### src/rtl/atr_pkg.sv
package atr_pkg;

    typedef enum logic [1:0] {
        ST_IDLE  = 2'd0,
        ST_COUNT = 2'd1,
        ST_QUIET = 2'd2,
        ST_FAULT = 2'd3
    } atr_state_e;

endpackage

### src/rtl/atr_sync.sv
module atr_sync #(
    parameter int STAGES = 2
) (
    input  logic clk,
    input  logic rst_n,
    input  logic din,
    output logic dout
);
    logic [STAGES-1:0] chain;

    always_ff @(posedge clk or negedge rst_n) begin
        if (!rst_n) chain <= '0;
        else        chain <= {chain[STAGES-2:0], din};
    end

    assign dout = chain[STAGES-1];
endmodule

### src/rtl/atr_channel.sv
module atr_channel
    import atr_pkg::*;
#(
    parameter int TIMEOUT_CLKS = 40000,
    parameter int SYNC_STAGES  = 2
) (
    input  logic clk,
    input  logic rst_n,
    input  logic card_tick,
    input  logic card_rst,
    input  logic card_data,
    input  logic sync_mode,
    output logic atr_fault
);
    localparam int CW = $clog2(TIMEOUT_CLKS + 1);
    localparam logic [CW-1:0] LAST = CW'(TIMEOUT_CLKS - 1);

    atr_state_e state, state_nx;
    logic [CW-1:0] count;
    logic          rst_prev;
    logic          data_s;
    logic          rst_rise;

    atr_sync #(.STAGES(SYNC_STAGES)) i_data_sync (
        .clk  (clk),
        .rst_n(rst_n),
        .din  (card_data),
        .dout (data_s)
    );

    assign rst_rise = card_rst && !rst_prev;

    // next-state logic
    always_comb begin
        state_nx = state;
        if (!card_rst) begin
            state_nx = ST_IDLE;                       // release
        end else begin
            unique case (state)
                ST_IDLE: begin
                    if (rst_rise) state_nx = sync_mode ? ST_QUIET : ST_COUNT; // skip / arm
                end
                ST_COUNT: begin
                    if (sync_mode || !data_s)        state_nx = ST_QUIET; // suppress / answer
                    else if (card_tick && count == LAST) state_nx = ST_FAULT; // expire
                end
                ST_QUIET: state_nx = ST_QUIET;
                ST_FAULT: state_nx = ST_FAULT;
            endcase
        end
    end

    // state, counter and edge register
    always_ff @(posedge clk or negedge rst_n) begin
        if (!rst_n) begin
            state    <= ST_IDLE;
            count    <= '0;
            rst_prev <= 1'b0;
        end else begin
            state    <= state_nx;
            rst_prev <= card_rst;
            if (state_nx == ST_IDLE || (state == ST_IDLE && state_nx == ST_COUNT))
                count <= '0;
            else if (state == ST_COUNT && state_nx == ST_FAULT)
                count <= CW'(TIMEOUT_CLKS);
            else if (state == ST_COUNT && state_nx == ST_COUNT && card_tick)
                count <= count + 1'b1;
        end
    end

    // outputs
    always_comb begin
        atr_fault = 1'b0;
        unique case (state)
            ST_FAULT: atr_fault = 1'b1;
            default:  atr_fault = 1'b0;
        endcase
    end

    assert_release_clears_R4: assert property (@(posedge clk) disable iff (!rst_n)
        !card_rst |=> !atr_fault);

    assert_sync_blocks_fault_R3: assert property (@(posedge clk) disable iff (!rst_n)
        (state != ST_FAULT && sync_mode) |=> !atr_fault);

    assert_fault_sticky_R7: assert property (@(posedge clk) disable iff (!rst_n)
        (atr_fault && card_rst) |=> atr_fault);

    assert_no_tick_hold_R6: assert property (@(posedge clk) disable iff (!rst_n)
        (state == ST_COUNT && !card_tick && card_rst) |=> (count == $past(count) || state != ST_COUNT));

    assert_count_bound_R2: assert property (@(posedge clk) disable iff (!rst_n)
        count <= CW'(TIMEOUT_CLKS));

    assert_answer_disarms_R5: assert property (@(posedge clk) disable iff (!rst_n)
        (state == ST_COUNT && !data_s) |=> !atr_fault);
endmodule

### src/rtl/atr_irq_merge.sv
module atr_irq_merge #(
    parameter int NUM_CH = 2
) (
    input  logic [NUM_CH-1:0] elec_fault,
    input  logic [NUM_CH-1:0] atr_fault,
    output logic              irq_oe
);
    assign irq_oe = |{elec_fault, atr_fault};

    always_comb begin
        if ((elec_fault == '0) && (atr_fault == '0))
            assert_irq_idle_R8: assert (!irq_oe);
    end
endmodule

### src/rtl/atr_timeout_top.sv
module atr_timeout_top #(
    parameter int NUM_CH       = 2,
    parameter int TIMEOUT_CLKS = 40000,
    parameter int SYNC_STAGES  = 2
) (
    input  logic              clk,
    input  logic              rst_n,
    input  logic [NUM_CH-1:0] card_tick,
    input  logic [NUM_CH-1:0] card_rst,
    input  logic [NUM_CH-1:0] card_data,
    input  logic [NUM_CH-1:0] sync_mode,
    input  logic [NUM_CH-1:0] elec_fault,
    output logic [NUM_CH-1:0] atr_fault,
    output logic              irq_oe
);
    for (genvar c = 0; c < NUM_CH; c++) begin : g_ch
        atr_channel #(
            .TIMEOUT_CLKS(TIMEOUT_CLKS),
            .SYNC_STAGES (SYNC_STAGES)
        ) i_channel (
            .clk      (clk),
            .rst_n    (rst_n),
            .card_tick(card_tick[c]),
            .card_rst (card_rst[c]),
            .card_data(card_data[c]),
            .sync_mode(sync_mode[c]),
            .atr_fault(atr_fault[c])
        );
    end

    atr_irq_merge #(.NUM_CH(NUM_CH)) i_irq (
        .elec_fault(elec_fault),
        .atr_fault (atr_fault),
        .irq_oe    (irq_oe)
    );

    assert_irq_follows_R8: assert property (@(posedge clk) disable iff (!rst_n)
        (atr_fault != '0) |-> irq_oe);
endmodule

### config.mk
export PLATFORM = sky130hd
export DESIGN_NAME = atr_timeout_top
export DESIGN_NICKNAME = d
export VERILOG_FILES = /design/src/rtl/atr_pkg.sv /design/src/rtl/atr_sync.sv /design/src/rtl/atr_channel.sv /design/src/rtl/atr_irq_merge.sv /design/src/rtl/atr_timeout_top.sv
export SDC_FILE = /design/constraint.sdc
export NUM_CORES = 1
export LEC_CHECK = 0
export BUFFER_PORTS_ARGS = -buffer_cell sky130_fd_sc_hd__buf_2
export CORE_ASPECT_RATIO = 0.8
export CORE_MARGIN = 4
export CORE_UTILIZATION = 40
export CTS_CLUSTER_SIZE = 14
export DETAILED_ROUTE_END_ITERATION = 16
export PLACE_DENSITY_LB_ADDON = 0.15
export SYNTH_ARGS = -nofsm -noshare
export SYNTH_HDL_FRONTEND = slang
export SYNTH_SLANG_ARGS = --single-unit
### constraint.sdc
create_clock -name clk -period 2.05 [get_ports clk]
set_input_delay 0.5125 -clock clk [delete_from_list [all_inputs] [get_ports clk]]
set_output_delay 0.5125 -clock clk [all_outputs]
set_load 0.01 [all_outputs]
; Yosys cells after proc, flatten, opt, wreduce, memory -nomap -nowiden
; Cells that the tools add are included.
[word_totals]
reg_bits = 42
input_bits = 12
out_inout_bits = 3
[classes]
n_addsub = 2
eq_ne = 12
n_mux = 20
n_reduce_logical = 27
[ops]
columns = op, n
row1 = $mux W16, 6
row2 = $add A16 B1 Y16 const B, 2
row3 = $eq A16 B16 Y1 const B, 2
row4 = $mux W2, 10
row5 = $pmux W2 S4, 2
row6 = $eq A2 B2 Y1 const B, 6
row7 = $logic_and A1 B1 Y1, 12
row8 = $eq A2 B1 Y1 const B, 4
row9 = $logic_not A2 Y1, 4
row10 = $reduce_bool A3 Y1, 2
row11 = $logic_not A1 Y1, 4
row12 = $logic_or A1 B1 Y1, 4
row13 = $reduce_or A4 Y1, 1
row14 = $mux W1, 2

; Longest topological paths before layout
[depth]
word_depth = 12
mapped_depth = 7
mapped_depth_nobuf = 5

; Cells and area by module
; From an unflattened synthesis, not the netlist that was laid out.
[unflattened]
hier_cells = 223
area_unflattened_um2 = 2194.6
[modules_own_cells]
columns = module, n_inst, cells_per_inst, area_each_um2, seq_area_each_um2
row1 = atr_channel, 2, 109, 1043.5, 475.5
row2 = atr_sync, 2, 2, 50.0, 50.0
row3 = atr_irq_merge, 1, 1, 7.5, 0.0

; Worst setup path before layout
; No wires, ideal clock.
[synth_timing]
kind = flip-flop to flip-flop
from = reg g_ch[0].i_channel.count[0]
to = reg g_ch[0].i_channel.count[14]
setup_ps = 87
arrival_ps = 1767
path_slack_ps = 196
stages_incl_launch_ff = 6
n_path_buf = 0
synth_period_minus_slack_ps = 1854
cell_sequence = dfrtp_1 ha_1 nand2_1 or4_4 or4_1 a22oi_1
[synth_via]
elab_chain_cells = 10
word_cells_on_any_way = 19
[synth_rtl]
columns = element, line
row1 = from (decl), atr_channel.sv:19  ; logic [CW-1:0] count;
row2 = from (signal assigned), atr_channel.sv:65  ; count <= CW'(TIMEOUT_CLKS);
row3 = from (signal assigned), atr_channel.sv:67  ; count <= count + 1'b1;
row4 = $eq A16 B16 Y1, atr_channel.sv:45  ; else if (card_tick && count == LAST) state_nx = ST_FAULT;
row5 = $logic_and A1 B1 Y1, atr_channel.sv:45
row6 = $mux W2, atr_channel.sv:45
row7 = $mux W2, atr_channel.sv:44  ; if (sync_mode || !data_s) state_nx = ST_QUIET;
row8 = $pmux W2 S4, atr_channel.sv:39  ; unique case (state)
row9 = $mux W2, atr_channel.sv:36  ; if (!card_rst) begin
row10 = $eq A2 B2 Y1 / $eq A2 B1 Y1 (equally long branches), "atr_channel.sv:64, atr_channel.sv:62, atr_channel.sv:66"
row11 = "$logic_and A1 B1 Y1, on equally long branches", "atr_channel.sv:64, atr_channel.sv:62, atr_channel.sv:66"
row12 = "$mux W16, or another cell as far along", atr_channel.sv:64  ; else if (state == ST_COUNT && state_nx == ST_FAULT)
row13 = $mux W16 / $reduce_bool A3 Y1 (equally long branches), -
; Parallel ways exist; a longest one is shown, timed or not. The select of a mux whose other input is x is not followed.
; A chain may end at the register's enable or synchronous reset.

; Final worst setup path
[layout_timing]
from = reg g_ch[1].i_channel.state[1]
to = out irq_oe
[layout_via]
elab_chain_cells = 3
[layout_rtl]
columns = element, line
row1 = from (decl), atr_channel.sv:18  ; atr_state_e state, state_nx;
row2 = from (signal assigned), atr_channel.sv:60  ; state <= state_nx;
row3 = $eq A2 B2 Y1, atr_channel.sv:74  ; unique case (state)
row4 = $mux W1, atr_channel.sv:74
row5 = $reduce_or A4 Y1, atr_irq_merge.sv:8  ; assign irq_oe = |{elec_fault, atr_fault};
row6 = to (decl), atr_timeout_top.sv:14  ; output logic irq_oe
; No other way between the ends.

==> flow_summary.yaml <==
status:
  status: "finished, final reports clean"
route:
  drtIter0Drc: 126
  wl_met2_um: 2000
  vias: 1948
  ant_nets: 0
  top_layer_used: "met4"
  route.met3.wl_um: 178
  drt-met1-wl_um: 2901
  remaining_drc_errors: 0
  routed_wl_um: 5132
  drt-vias-per-instance: 5.550
  drtPass1Iterations: 4
  avgRoutedWirePerCell_um: 14.62
pwr:
  p_sw_uw: 394.1
  power_leakage_nw: 1.051
  switching_share: 0.2565
  p_int_mw: 1.143
  clkPwrFrac: 0.354
  p_seq_frac: 0.560
  p_total_mw: 1.537
  vdd_drop_max_mv: 0.2572
  power.density_nw_per_um2: 571.8
  p_comb_frac: 0.086
cells_and_area:
  multi_input_area_sq_um: 1167
  syn2layout_area_growth_pct: 17.19
  final_common_cell: "dfrtp_1"
  nets: 286
  regArea_sq_um: 1051
  mostFrequentLayoutCells: "dfrtp_1, buf_4, a21oi_1"
  instances_no_fill: 351
  drive_gt1_frac: 0.1978
  antennaDiodeCount: 0
  fin_area_sq_um: 2688
  fillers: 545
  fin_util: 0.4891
floorplan:
  die_y_um: 75.73
  num_rows: 24
  coreArea_sq_um: 5495
  fp.dieW_um: 92.66
  pin_count: 15
  start_util: 0.4173
  dieArea_sq_um: 7017
critical_path:
  reg2reg_depth: 5
  startpoint: "g_ch[1].i_channel.state[1]$_DFF_PN0_"
  path_class: "reg2out"
  rr_startpoint: "g_ch[0].i_channel.count[0]$_DFFE_PN0P_"
  slowest_stage: "or4_1"
  rrSetupSlack_ps: 120
  cp-end-kind: "primary output"
  cp-endpoint: "irq_oe"
  path_cells: "and2_4, or4_1, buf_2"
  cp_data_required_time_ps: 1540
  crit_arrival_ps: 1490
  crit-reg2reg-capture: "g_ch[0].i_channel.count[14]$_DFFE_PN0P_"
  cp_slowest_stage_delay_ps: 450
  cp-start-kind: "flip-flop"
  path_max_fanout: 5
clock_network:
  cts_hold_buf: 0
  clock-sinks: 42
  clk_pin_slew_ps: 90
  cts_buffer_depth: 2
  cts_tree: "built"
  insertion_delay_ps: 300
  cts_inserted_buffers: 5
  cts-htree-levels: 2
  clock_tree.root_cell: "clkbuf_8"
timing:
  tightest_slew_ps: 543.5
  clock_skew_ps: 11.90
  relSlewSlack: 0.6377
  finalHoldViolCount: 0
  worst_slack_ps: 52.07
  finalSetupViolCount: 0
  fin_setup_tns_ps: 0
  fmax_mhz: 500.5
  finalMaxSlewViolations: 0
  fin_crit_sh: 0.9746
  worst_hold_slack_ps: 268.4
  min_period_ps: 1998
grt:
  gr-usage-all-layers: 0.1582
  antenna_found_initial: 0
  grt_pass1_wl_um: 8680
  grt_overflow: 0
  grt_max_degree: 43
  grt_pass1_vias: 1767
place:
  placed_area_sq_um: 2566
  finalWeightedCongestion: 0.8196
  dp_worst_setup_slack_ps: -59.58
  dp_hpwl_um: 3804
  io_buffer_count: 14
  dp_cells: 341
min_path:
  hp-class: "in2async"
job:
  max_cap_viol_count: 0
synth:
  synth-edff-count: 0
  netlist_instances: 241
  synth-compound-area-share: 0.1893
  synth_nets: 255
  avgSynthCellArea_sq_um: 9.516
  synth-seq-cells: 42
  seq_area_frac_synth: 0.4583
  synth_area_sq_um: 2293
  synth_top_family_by_area: "simple AND/OR/NAND/NOR gates"
  yosys.cell_types.count: 49
  async_flop_share: 1.000
  synth.area.mux_share: 0.008729
  yosys-top-cells-area: "dfrtp_1, a21oi_1, o31ai_1, or4_1, nand2_1"
  yosys.area.top_type: "dfrtp_1"
  yosysWarnings: 0
  synth_xor_area_frac: 0.03437
  synth.top_cell.area_share: 0.4583
  synthAdderAreaFrac: 0.01091
  synth_flop_cell: "dfrtp_1"
  yosys.area_share.simple: 0.2586
-- how the worst min path moves through the flow --
| stage | startpoint | endpoint | slack (ps) | cells past startpoint |
|---|---|---|---|---|
| final | rst_n | g_ch[0].i_channel.count[15]$_DFFE_PN0P_ | 270 | 2 |
| after global routing | card_data[1] | g_ch[1].i_channel.i_data_sync.chain[0]$_DFF_PN0_ | 300 | 1 |
| after CTS | rst_n | g_ch[1].i_channel.count[0]$_DFFE_PN0P_ | 300 | 2 |
| after detailed placement | g_ch[1].i_channel.i_data_sync.chain[0]$_DFF_PN0_ | g_ch[1].i_channel.i_data_sync.chain[1]$_DFF_PN0_ | 340 | 0 |
| after global placement | g_ch[1].i_channel.i_data_sync.chain[0]$_DFF_PN0_ | g_ch[1].i_channel.i_data_sync.chain[1]$_DFF_PN0_ | 330 | 0 |
| after floorplan | rst_n | g_ch[0].i_channel.count[0]$_DFFE_PN0P_ | 220 | 0 |
-- worst max-delay path, delay by kind of cell (launching register included) --
family        cells  cell delay [ps]
flops             1              430
simple gates      2              600
buf+inv           1              150
-- power by group through the flow --
stage	Clock [mW]	Combinational, mW	Sequential, mW
finish	0.543	0.132	0.861
global route	0.597	0.149	0.865
CTS	0.565	0.133	0.860
detailed placement	0	0.133	0.877
global placement	0	0.130	0.877
floorplan	0	0.0658	0.872
-- routing by layer --
metal  track usage  up-vias
met5             0        -
met4       0.04715        0
met3       0.03356        5
met2        0.2130       30
met1        0.2498      938
li1              -      975
-- what timing repair did --
| item | CTS | global route |
|---|---|---|
| endpoints found under the setup margin | 0 | 5 |
| resized for setup | 0 | 4 |
| setup buffers | 0 | 2 |
-- flip-flops by register name, summed over array words and instances (netlist names) --
register                          cells
g_ch.i_channel.i_data_sync.chain      4
g_ch.i_channel.rst_prev               2
g_ch.i_channel.count                 32
g_ch.i_channel.state                  4
-- synth_stat cells (all sizes together), types with 4 or more instances --
library cell,count
and2,6
inv,11
a21oi,18
o21ai,12
or4,11
nor2,10
nor3,4
nand3,11
nand2,17
or3,6
and3,4
dfrtp,42
nand4,11
xnor2,5
o31ai,9
nor2b,4
xor2,4
clkbuf,8
a22oi,5
-- kinds of logic (layout without fill, tap and decap cells) --
kind of cell	count (synthesis)	count (layout)
compound gates	66	66
xor+xnor	9	9
fa+ha+maj	2	2
buf+inv	22	54
flops	42	42
mux	2	2
simple gates	98	98
-- area by class of cell --
type / count / area share
sequential: 42 / 0.3911
multi-input combinational: 177 / 0.4344
clock inverter: 3 / 0.007914
tap: 78 / 0.03631
inverter: 11 / 0.01536
timing repair buffer: 35 / 0.08939
clock buffer: 5 / 0.02561
No activity file was read; power rests on OpenSTA's default activity.
